==> src/rtl/burst_pwm_pkg.sv <==
package burst_pwm_pkg;
   timeunit 1ns;
   timeprecision 100ps;

   typedef enum logic [1:0] {
      ST_IDLE = 2'd0,
      ST_HIGH = 2'd1,
      ST_LOW  = 2'd2,
      ST_DONE = 2'd3
   } bpwm_state_t;

   // A zero-length interval is promoted to one tick
   function automatic logic [15:0] clamp_div16(input logic [15:0] d);
      return (d == 16'd0) ? 16'd1 : d;
   endfunction
endpackage

==> src/rtl/bpwm_phase_timer.sv <==
module bpwm_phase_timer #(
   parameter int CNT_W = 16
) (
   input  logic             clk,
   input  logic             rst_n,
   input  logic             clr_i,
   input  logic             adv_i,
   input  logic [CNT_W-1:0] limit_i,
   output logic             last_o
);
   timeunit 1ns;
   timeprecision 100ps;

   logic [CNT_W-1:0] cnt_q;

   assign last_o = (cnt_q == limit_i - 1'b1);

   always_ff @(posedge clk or negedge rst_n) begin
      if (!rst_n)
         cnt_q <= '0;
      else if (clr_i)
         cnt_q <= '0;
      else if (adv_i)
         cnt_q <= last_o ? '0 : cnt_q + 1'b1;
   end


   hold_without_tick_chk: assert property (@(posedge clk) disable iff (!rst_n)
      (!clr_i && !adv_i) |=> $stable(cnt_q));
endmodule

==> src/rtl/bpwm_channel.sv <==
module bpwm_channel
   import burst_pwm_pkg::*;
#(
   parameter int CNT_W = 16
) (
   input  logic             clk,
   input  logic             rst_n,
   input  logic             en_i,
   input  logic             tick_i,
   input  logic [CNT_W-1:0] hi_i,
   input  logic [CNT_W-1:0] lo_i,
   input  logic [CNT_W-1:0] burst_i,
   output logic             pwm_o,
   output logic             done_o
);
   timeunit 1ns;
   timeprecision 100ps;

   bpwm_state_t      st_q;
   logic [CNT_W-1:0] hi_q, lo_q, burst_q, pulses_q;
   logic             phase_last, running, phase_end;
   logic [CNT_W-1:0] limit;

   assign running   = (st_q == ST_HIGH) || (st_q == ST_LOW);
   assign limit     = (st_q == ST_LOW) ? lo_q : hi_q;
   assign phase_end = running && tick_i && phase_last;

   bpwm_phase_timer #(.CNT_W(CNT_W)) u_timer (
      .clk     (clk),
      .rst_n   (rst_n),
      .clr_i   (!running || !en_i),
      .adv_i   (running && tick_i),
      .limit_i (limit),
      .last_o  (phase_last)
   );

   function automatic logic [CNT_W-1:0] clamp_div(input logic [CNT_W-1:0] d);
      return (d == '0) ? {{(CNT_W-1){1'b0}}, 1'b1} : d;
   endfunction

   always_ff @(posedge clk or negedge rst_n) begin
      if (!rst_n) begin
         st_q     <= ST_IDLE;
         hi_q     <= {{(CNT_W-1){1'b0}}, 1'b1};
         lo_q     <= {{(CNT_W-1){1'b0}}, 1'b1};
         burst_q  <= '0;
         pulses_q <= '0;
      end else if (!en_i) begin
         st_q     <= ST_IDLE;
         pulses_q <= '0;
      end else begin
         case (st_q)
            ST_IDLE: begin
               hi_q     <= clamp_div(hi_i);
               lo_q     <= clamp_div(lo_i);
               burst_q  <= burst_i;
               pulses_q <= '0;
               st_q     <= ST_HIGH;
            end
            ST_HIGH: if (phase_end) st_q <= ST_LOW;
            ST_LOW: if (phase_end) begin
               if ((burst_q != '0) && (pulses_q == burst_q - 1'b1))
                  st_q <= ST_DONE;
               else begin
                  st_q     <= ST_HIGH;
                  pulses_q <= pulses_q + 1'b1;
               end
            end
            default: st_q <= ST_DONE;
         endcase
      end
   end

   assign pwm_o  = (st_q == ST_HIGH);
   assign done_o = (st_q == ST_DONE);


   start_high_chk: assert property (@(posedge clk) disable iff (!rst_n)
      (en_i && st_q == ST_IDLE) |=> pwm_o);

   tick_only_chk: assert property (@(posedge clk) disable iff (!rst_n)
      (en_i && running && !tick_i) |=> ($stable(pwm_o) && $stable(done_o)));

   done_hold_chk: assert property (@(posedge clk) disable iff (!rst_n)
      (en_i && done_o) |=> (done_o && !pwm_o));

   disable_low_chk: assert property (@(posedge clk) disable iff (!rst_n)
      !en_i |=> (!pwm_o && !done_o));
endmodule

==> src/rtl/burst_pwm_pair.sv <==
module burst_pwm_pair #(
   parameter int NUM_CH = 2,
   parameter int CNT_W  = 16
) (
   input  logic                    clk,
   input  logic                    rst_n,
   input  logic                    tick_i,
   input  logic [NUM_CH-1:0]       en_mask_i,
   input  logic [NUM_CH*CNT_W-1:0] hi_div_i,
   input  logic [NUM_CH*CNT_W-1:0] lo_div_i,
   input  logic [NUM_CH*CNT_W-1:0] burst_i,
   output logic [NUM_CH-1:0]       pwm_o,
   output logic [NUM_CH-1:0]       done_o
);
   timeunit 1ns;
   timeprecision 100ps;

   localparam int BUS_W = NUM_CH * CNT_W;

   if (NUM_CH < 1 || CNT_W < 2 || BUS_W > 1024) begin : g_bad_cfg
      $error("burst_pwm_pair: unsupported NUM_CH/CNT_W");
   end

   for (genvar n = 0; n < NUM_CH; n++) begin : g_ch
      bpwm_channel #(.CNT_W(CNT_W)) u_ch (
         .clk     (clk),
         .rst_n   (rst_n),
         .en_i    (en_mask_i[n]),
         .tick_i  (tick_i),
         .hi_i    (hi_div_i[n*CNT_W +: CNT_W]),
         .lo_i    (lo_div_i[n*CNT_W +: CNT_W]),
         .burst_i (burst_i[n*CNT_W +: CNT_W]),
         .pwm_o   (pwm_o[n]),
         .done_o  (done_o[n])
      );
   end


   reset_quiet_chk: assert property (@(posedge clk)
      !rst_n |=> (pwm_o == '0 && done_o == '0));
endmodule

==> config.mk <==
export PLATFORM = sky130hd
export DESIGN_NAME = burst_pwm_pair
export DESIGN_NICKNAME = d
export VERILOG_FILES = /design/src/rtl/burst_pwm_pkg.sv /design/src/rtl/bpwm_phase_timer.sv /design/src/rtl/bpwm_channel.sv /design/src/rtl/burst_pwm_pair.sv
export SDC_FILE = /design/constraint.sdc
export NUM_CORES = 1
export LEC_CHECK = 0
export BUFFER_PORTS_ARGS = -buffer_cell sky130_fd_sc_hd__buf_2
export CAP_MARGIN = 20
export CORE_ASPECT_RATIO = 0.6
export CORE_MARGIN = 2
export CORE_UTILIZATION = 40
export CTS_BUF_LIST = sky130_fd_sc_hd__clkbuf_4 sky130_fd_sc_hd__clkbuf_8 sky130_fd_sc_hd__clkbuf_16
export DETAILED_ROUTE_END_ITERATION = 10
export GPL_ROUTABILITY_DRIVEN = 0
export HOLD_SLACK_MARGIN = 0.08
export SLEW_MARGIN = 20
export SYNTH_ARGS = -nofsm -noshare
export SYNTH_HDL_FRONTEND = slang
export SYNTH_SLANG_ARGS = --single-unit
==> constraint.sdc <==
create_clock -name clk -period 4.86 [get_ports clk]
set_input_delay 0.243 -clock clk [delete_from_list [all_inputs] [get_ports clk]]
set_output_delay 0.243 -clock clk [all_outputs]
set_load 0.1 [all_outputs]
==> flow_summary.json <==
{
  "grt_pass1_vias": 9327,
  "fin_crit_sh": 0.865,
  "insertion_delay_ns": 0.45,
  "drcViolationCount": 0,
  "maxSlewViolCount": 0,
  "reg2reg_slack_ns": 0.66,
  "fp.dieH_um": 133,
  "wl_per_cell_um": 18.3,
  "tightest_slew_ns": 0.945,
  "tns_ns": 0,
  "syn_nets": 1275,
  "multi_input_area_mm2": 0.00650,
  "rows": 47,
  "syn_to_final_growth_pct": 20.9,
  "synth_cells": 1154,
  "dpl.hpwl_um": 22300,
  "synth.top_cell.area_share": 0.361,
  "status": "finished, final reports clean",
  "synthesis.area_mm2": 0.0111,
  "cp.arrival_ns": 4.53,
  "async_flop_share": 1.00,
  "synth-seq-cells": 164,
  "die-area_mm2": 0.0291,
  "cts_tree": "done",
  "p_leak_nw": 5.24,
  "ff2ff_path_depth": 11,
  "antenna_found_initial": 0,
  "r2r_start": "g_ch[0].u_ch.st_q[0]$_DFFE_PN0P_",
  "die_w_um": 219,
  "num-nets-final": 1440,
  "drt_first_pass_iters": 5,
  "yosysSeqAreaShare": 0.371,
  "maxCapViolCount": 0,
  "p_per_area_mw_per_mm2": 382,
  "hp-class": "in2reg",
  "place_ws_ns": 0.687,
  "yosysTopAreaCell": "dfrtp_1",
  "fin_ws_ns": 0.657,
  "clock-sinks": 164,
  "synth_commonest_cells": "160 x dfrtp_1, 94 x mux2_2, 86 x nand2_1",
  "startpoint": "g_ch[0].u_ch.st_q[0]$_DFFE_PN0P_",
  "drive_gt1_frac": 0.221,
  "cts-resized-gates": 0,
  "path_clk_slew_ns": 0.07,
  "endpoint": "g_ch[0].u_ch.pulses_q[12]$_DFFE_PN0P_",
  "gr-total-overflow": 0,
  "synth_area_leaders": "dfrtp_1 36%, mux2_2 9.6%, mux2i_1 3.7%, xnor2_1 3.4%, nand3_1 3.1%",
  "diodes": 0,
  "synthMostInstantiatedCell": "dfrtp_1",
  "drtIter0Drc": 970,
  "viasPerCell": 5.78,
  "vias": 9812,
  "cts_setup_buffers": 0,
  "htreeDepth": 4,
  "grt_usage": 0.220,
  "required_ns": 5.19,
  "timing.fmax_ghz": 0.238,
  "crit_path_start_kind": "register",
  "ys_types": 90,
  "synth-edff-count": 0,
  "path_max_fanout": 27,
  "pin_count": 105,
  "cts_hold_buf": 95,
  "r2r_end": "g_ch[0].u_ch.pulses_q[12]$_DFFE_PN0P_",
  "synthFlopType": "dfrtp_1",
  "routed_wl_um": 31100,
  "seq_area_mm2": 0.00411,
  "vdd_drop_max_mv": 0.211,
  "layout_min_cycle_time_ns": 4.20,
  "worstSetupPathType": "reg2reg",
  "numCtsBuffers": 17,
  "clock_path_buffers": 2,
  "initial_core_util": 0.404,
  "finClkSkew_ns": 0.00805,
  "setup_violations": 0,
  "postRouteAntennaNets": 0,
  "relSlewSlack": 0.369,
  "fillers": 2593,
  "grt_pass1_wl_um": 50600,
  "hold_viol_final": 0,
  "io_buffers": 104,
  "cts_root_buf": "clkbuf_16",
  "yosysWarnings": 0,
  "rsz0062_at_grt": "no",
  "grt_max_degree": 78,
  "syn_avg_cell_area_um2": 9.60,
  "core_mm2": 0.0274,
  "end_kind": "register"
}
==> cells by family (layout without fill, tap and decap cells) <==
family	after synthesis	in the layout	share of synthesized area
muxes	135	135	0.133
and+or+nand+nor	439	439	0.221
buffers and inverters	102	280	0.0443
xor gates and xnor gates	76	76	0.0601
AOI/OAI and AO/OA	218	218	0.149
DFF	164	164	0.371
adders and majority gates	20	20	0.0226
==> cell type report <==
| class | count | share of cell area |
|---|---|---|
| flip-flops and latches | 164 | 0.307 |
| repair buffers | 214 | 0.119 |
| multi-input cells | 888 | 0.485 |
| clock inverters | 14 | 0.0123 |
| inverters | 34 | 0.00953 |
| clock buffers | 18 | 0.0328 |
| well taps | 367 | 0.0343 |
==> power breakdown <==
| group | total [mW] | internal (mW) | switching, mW |
|---|---|---|---|
| Combinational | 1.69 | 0.786 | 0.904 |
| Sequential | 2.00 | 1.64 | 0.361 |
| Clock | 1.43 | 0.786 | 0.644 |
| Total | 5.12 | 3.21 | 1.91 |
==> worst min path at each step <==
| stage | slack, ns | end | start | cells past startpoint |
|---|---|---|---|---|
| after detailed placement | 0.36 | g_ch[0].u_ch.burst_q[13]$_DFFE_PN0P_ | rst_n | 1 |
| after global routing | 0.11 | g_ch[0].u_ch.hi_q[0]$_DFFE_PN1P_ | hi_div_i[0] | 3 |
| after floorplan | -0.05 | g_ch[0].u_ch.burst_q[0]$_DFFE_PN0P_ | rst_n | 0 |
| after CTS | 0.08 | g_ch[0].u_ch.hi_q[0]$_DFFE_PN1P_ | hi_div_i[0] | 3 |
| final | 0.1 | g_ch[0].u_ch.hi_q[0]$_DFFE_PN1P_ | hi_div_i[0] | 3 |
| after global placement | 0.35 | g_ch[0].u_ch.burst_q[13]$_DFFE_PN0P_ | rst_n | 1 |
==> sequential cells by signal, summed over array words and instances (netlist names) <==
register                 count
g_ch.u_ch.lo_q              32
g_ch.u_ch.st_q               4
g_ch.u_ch.pulses_q          32
g_ch.u_ch.hi_q              32
g_ch.u_ch.burst_q           32
g_ch.u_ch.u_timer.cnt_q     32
==> cell usage in the layout, fill, tap and decap left out, drive strengths merged, types with 18 or more instances in the layout <==
cell / Yosys / final
nand3: 70 / 70
and3: 26 / 26
o21ai: 35 / 35
clkbuf: 30 / 18
dfrtp: 160 / 160
nand4: 33 / 33
xor2: 33 / 33
dlygate4sd3: 0 / 95
nor3: 41 / 41
xnor2: 43 / 43
o211ai: 18 / 18
buf: 38 / 119
mux2i: 41 / 41
nor2: 60 / 60
mux2: 94 / 94
ha: 20 / 20
nand2: 87 / 87
inv: 34 / 41
nor4: 28 / 28
a31oi: 18 / 18
a21oi: 24 / 24
==> layer usage <==
| metal | part of all wire | vias up | track usage | wire length [um] |
|---|---|---|---|---|
| li1 | - | 4689 | - | - |
| met1 | 0.52 | 4786 | 0.347 | 16100 |
| met2 | 0.41 | 308 | 0.296 | 12700 |
| met3 | 0.063 | 29 | 0.0510 | 1950 |
| met4 | 0.012 | 0 | 0.0552 | 365 |
| met5 | 0 | - | 0 | 0 |
==> per-stage QoR <==
stage | power [mW] | instances | util | instance area, um2 | hold slack [ns]
floorplan | 3.19 | 1154 | - | 11100 | -0.0526
global placement | 3.59 | 1571 | 0.431 | 11800 | 0.350
detailed placement | 3.62 | 1571 | 0.431 | 11800 | 0.360
CTS | 5.13 | 1698 | 0.488 | 13400 | 0.0826
global route | 5.43 | 1699 | 0.489 | 13400 | 0.105
finish | 5.12 | 1699 | 0.489 | 13400 | 0.0952
==> critical path, cell delays in order, from the launching register on <==
cell and delay [ns]:
dfrtp_1 0.42, inv_1 0.12, ha_2 0.43, buf_4 0.38, mux2i_1 0.41, xor2_1 0.26, xor2_1 0.10, o211a_1 0.24
a2111oi_4 0.76, and3_1 0.44, nand3_2 0.20, o41ai_1 0.31
Power figures use the tool's default switching activity.
